===== src/rtl/qbd_port.sv =====
module qbd_port #(
  parameter int W = 8,
  localparam int SW = (W > 1) ? $clog2(W) : 1
) (
  input  logic          clk,
  input  logic          rst_n,
  input  logic          wr_en,
  input  logic [W-1:0]  wr_data,
  input  logic          bit_op_en,
  input  logic [1:0]    bit_op,
  input  logic [SW-1:0] bit_sel,
  input  logic          rd_latch_en,
  input  logic          rd_pin_en,
  input  logic [W-1:0]  ext_drive,
  output logic [W-1:0]  pin_lvl,
  output logic [W-1:0]  rd_data
);

  localparam logic [1:0] OP_SET = 2'b00;
  localparam logic [1:0] OP_CLR = 2'b01;
  localparam logic [1:0] OP_CPL = 2'b10;

  logic [W-1:0] latch_q, latch_d;
  logic [W-1:0] sync1_q, sync2_q;

  always_comb begin
    latch_d = latch_q;
    if (wr_en) begin
      latch_d = wr_data;
    end else if (bit_op_en) begin
      unique case (bit_op)
        OP_SET:  latch_d[bit_sel] = 1'b1;
        OP_CLR:  latch_d[bit_sel] = 1'b0;
        OP_CPL:  latch_d[bit_sel] = ~latch_q[bit_sel];
        default: latch_d = latch_q;
      endcase
    end
  end

  always_ff @(posedge clk or negedge rst_n) begin
    if (!rst_n) latch_q <= '1;
    else        latch_q <= latch_d;
  end

  assign pin_lvl = latch_q & ext_drive;

  always_ff @(posedge clk or negedge rst_n) begin
    if (!rst_n) begin
      sync1_q <= '1;
      sync2_q <= '1;
    end else begin
      sync1_q <= pin_lvl;
      sync2_q <= sync1_q;
    end
  end

  always_ff @(posedge clk or negedge rst_n) begin
    if (!rst_n)           rd_data <= '0;
    else if (rd_latch_en) rd_data <= latch_q;
    else if (rd_pin_en)   rd_data <= sync2_q;
  end

  p_write_loads_r2: assert property (@(posedge clk) disable iff (!rst_n)
    wr_en |=> latch_q == $past(wr_data));

  p_clear_forces_low_r5: assert property (@(posedge clk) disable iff (!rst_n)
    (bit_op_en && !wr_en && bit_op == OP_CLR) |=> !pin_lvl[$past(bit_sel)]);

  p_cpl_inverts_r4: assert property (@(posedge clk) disable iff (!rst_n)
    (bit_op_en && !wr_en && bit_op == OP_CPL)
      |=> latch_q[$past(bit_sel)] != $past(latch_q[bit_sel]));

  p_read_latch_r6: assert property (@(posedge clk) disable iff (!rst_n)
    rd_latch_en |=> rd_data == $past(latch_q));

  p_read_pin_r7: assert property (@(posedge clk) disable iff (!rst_n)
    (rd_pin_en && !rd_latch_en) |=> rd_data == $past(sync2_q));

  p_hold_r11: assert property (@(posedge clk) disable iff (!rst_n)
    (!rd_pin_en && !rd_latch_en) |=> $stable(rd_data));

endmodule


===== config.mk =====
export PLATFORM = sky130hd
export DESIGN_NAME = qbd_port
export DESIGN_NICKNAME = d
export VERILOG_FILES = /design/src/rtl/qbd_port.sv
export SDC_FILE = /design/constraint.sdc
export NUM_CORES = 1
export LEC_CHECK = 0
export BUFFER_PORTS_ARGS = -buffer_cell sky130_fd_sc_hd__buf_2
export CAP_MARGIN = 10
export CELL_PAD_IN_SITES_DETAIL_PLACEMENT = 0
export CELL_PAD_IN_SITES_GLOBAL_PLACEMENT = 2
export CORE_ASPECT_RATIO = 0.7
export CORE_MARGIN = 2
export CORE_UTILIZATION = 32
export DETAILED_ROUTE_END_ITERATION = 7
export PLACE_DENSITY_LB_ADDON = 0.1
export SYNTH_ARGS = -nofsm -noshare
export SYNTH_HDL_FRONTEND = slang
export SYNTH_SLANG_ARGS = --single-unit

===== constraint.sdc =====
create_clock -name clk -period 1.9 [get_ports clk]
set_input_delay 0.095 -clock clk [delete_from_list [all_inputs] [get_ports clk]]
set_output_delay 0.095 -clock clk [all_outputs]
set_load 0.005 [all_outputs]

After elaboration in Yosys (flattened, before gate mapping)
Cells that the tools add are included.

Bits in registers: 32. Input port bits: 27. Output and inout port bits: 16.

Magnitude comparators: 2. Eq/ne operators: 2. Muxes and demuxes: 10. Bitwise logic cells: 5. Reductions and logical operators: 6.

Operators with widths (number): $mux 8 (4); $pmux 8 s3 (1); $and 8x8->8 (2); $bwmux 8 (1); $not 8->8 (1); $or 8x8->8 (1); $lt 3x4->1 const B (1); $reduce_bool 2->1 (2); $reduce_bool 4->1 (1); $bmux 1 s3 (1); $demux 1 s3 (1); $ge 3x1->1 const B (1); $eq 2x1->1 const B (1); $eq 2x2->1 const B (1); $logic_not 2->1 (1); $mux 1 (2); $reduce_and 2->1 (1); $logic_and 1x1->1 (1); $not 1->1 (1).

Logic depth before layout (Yosys ltp)
Depth in word-level cells: 9. Gate-level depth with buffers: 7. Depth with buffers taken out: 6.

Worst setup path before layout
No wires, ideal clock.

Kind: reg2reg. Start: register latch_q[0]. End: register latch_q[6]. Arrival: 1.319 ns. Path slack: 0.499 ns. Stages on the path, launching flop included: 5. Buffers on the path: 0. Path through: dfstp_2 > or3b_2 > o2111a_1 > nor3_1 > o21ai_1.

Cells in the longest elaborated chain, start to end: 7.

Ends and longest elaborated chain: start, declared (line 23) `logic [W-1:0] latch_q, latch_d;`; start signal, assigned (line 42) `else latch_q <= latch_d;`; $bmux 1 s3 (line 34) `OP_CPL: latch_d[bit_sel] = ~latch_q[bit_sel];`; $mux 1 (not written as such) (line 34); $not 1->1 (line 34); $bwmux 8 (line 34); $pmux 8 s3 (line 31) `unique case (bit_op)`; $mux 8 (line 30) `end else if (bit_op_en) begin`; $mux 8 (line 28) `if (wr_en) begin`.

Every way passes these cells. The select of a mux whose other input is x is not followed. A chain may end at the register's enable or synchronous reset.

Worst setup path in the final report
Ends and elaborated chain as after synthesis.

==> results.ini <==
[clock_network]
cts.path.max_buffers = 2
numCtsBuffers = 5
clkSinkCount = 32
clock_latency_ps = 270
htreeDepth = 2
cts_resized = 0
cts_tree = built
clockRootBuffer = clkbuf_8
clk_pin_slew_ps = 70

[logic_synthesis]
ys_seq_elements = 32
synth_top_area_share_pct = 39.62
syn_area_um2 = 1592
synthCells = 144
synth_flop_cell = dfstp_2
ys_top_cells_by_area = dfstp_2, dfrtp_1, mux2i_1
synth_nets = 174
async_reset_ff_share_pct = 100.0
ys_types = 38
avgSynthCellArea_um2 = 11.05
synth_edf_count = 0
yosysSeqAreaShare_pct = 52.20
synth_largest_area_cell = dfstp_2
yosys_warnings = 0

[sta]
setup_viol = 0
hold_viol = 0
period_share_pct = 78.13
tightest_slew_ps = 724.1
clock_skew_ps = 3.704
fmax_ghz = 0.6737
rsz0062_at_grt = no
worst_slew_margin_rel_pct = 51.73
finalMaxSlewViolations = 0
finalCriticalPeriod_ps = 1484
tns_ps = 0

[global_routing]
grt_pass1_wl_mm = 6.265
grt_max_degree = 33
first_global_vias = 1265
gr-usage-all-layers_pct = 14.89
grt.overflow.total = 0
antenna_found_initial = 0

[pwr]
p_per_area_nw_per_um2 = 874.4
total_power_mw = 1.726
vdd_ir_drop_max_v = 0.0003769
p_leak_nw = 0.8849

[cells_and_area]
syn_to_final_growth_pct = 24.06
fin_nets = 218
mostFrequentLayoutCell = buf_2
antenna_cells = 0
final_cells = 258
seqCellArea_um2 = 830.8
multi_input_area_um2 = 696.9
layout_common_cells = buf_2, dfstp_2, o21ai_0
nFillCells = 499
layout-drive-gt1-share_pct = 42.86

[placed_design]
dp_hpwl_mm = 2.711
dp_cells = 248
gp_congestion = 0.7924
port_buffers = 42

[setup_path]
r2r_cells = 4
crit_required_ps = 2110
endpoint_kind = register
critPathMaxFanout = 4
setup.worst_path.class = reg -> reg
cp.arrival_ps = 1690
crit_path_start_kind = register

[floorplan]
fp.dieH_um = 63.01
die-area_um2 = 5563
initial_core_util_pct = 33.28
fp.dieW_um = 88.29
rows = 21
ios = 43
core_area_um2 = 4782

[worst_hold_path]
worstHoldPathType = in -> reg
whs_path_depth = 3

[route]
drc = 0
firstDrtPassIters = 4
ant_nets = 0
wl_per_cell_um = 14.49
finalWirelength_mm = 3.738
vias = 1240
drt_iter0_markers = 83
viasPerCell = 4.806

[flow_run]
maxCapViolCount = 0

[outcome]
status = complete, no violations

critical path, stage by stage, from the launching register on:
cell      delay (ps)
dfstp_2          550
or3b_2           440
o2111a_1         140
nor3_1           200
o21ai_1           80
kinds of logic after synthesis:
logic type      synth area share, %
mux                           7.547
buf+inv                       4.009
fa+ha+maj                     2.359
simple gates                  16.20
flops                         52.20
compound gates                17.69
state kept, by name (all words and copies together) (netlist names):
signal,flops
sync1_q,8
latch_q,8
sync2_q,8
rd_data,8
cell type report:
type / count / area share (%)
inverters: 5 / 0.9506
well taps: 69 / 4.373
clock inverters: 3 / 2.155
clock buffers: 5 / 3.485
flip-flops and latches: 32 / 42.08
multi-input cells: 100 / 35.30
repair buffers: 44 / 11.66
worst paths after layout:
path,startpoint,end,slack [ps]
min reg2reg,sync1_q[1]$_DFF_PN1_,sync2_q[1]$_DFF_PN1_,350
min in group asynchronous,rst_n,rd_data[4]$_DFFE_PN0P_,420
max,latch_q[0]$_DFFE_PN1P_,latch_q[6]$_DFFE_PN1P_,420
max reg2reg,latch_q[0]$_DFFE_PN1P_,latch_q[6]$_DFFE_PN1P_,420
min,wr_data[0],latch_q[0]$_DFFE_PN1P_,30
max in group asynchronous,rst_n,rd_data[0]$_DFFE_PN0P_,1020
metal layers:
metal	GRT usage (%)	routed length [um]	vias up
met1	21.47	1888	606
met5	0	0	-
met2	21.15	1621	25
met3	5.020	212	2
met4	4.167	16	0
li1	-	-	607
per-stage QoR:
step	cell area (um^2)	setup slack [ps]	hold WS [ps]	util [%]
after floorplan	1592	498.6	-200.6	-
after global placement	1843	255.8	185.9	38.54
after detailed placement	1843	263.8	199.3	38.54
after CTS	1974	423.1	19.31	41.29
after global routing	1974	360.1	19.01	41.29
final	1974	415.6	31.02	41.29
synthesized netlist by cell type (3+ instances only):
cell type,n
inv_1,5
nand2b_1,3
a22oi_1,4
dfstp_2,24
nand2_1,13
o31ai_1,3
a21oi_1,7
ha_1,3
dfrtp_1,8
o21ai_0,14
and2_1,9
mux2i_1,12
buf_2,3
nor3_1,3
repair_timing:
| action | in CTS | in global routing |
|---|---|---|
| endpoints found under the hold margin | 9 | 0 |
| setup buffers | 0 | 0 |
| hold buffers | 2 | 0 |
report_power, final:
group	total (mW)	switching [mW]	internal, mW
registers	0.829	0.0447	0.784
logic	0.261	0.138	0.123
clock network	0.637	0.249	0.388
Note: power is estimated with default switching activity, not from simulation.
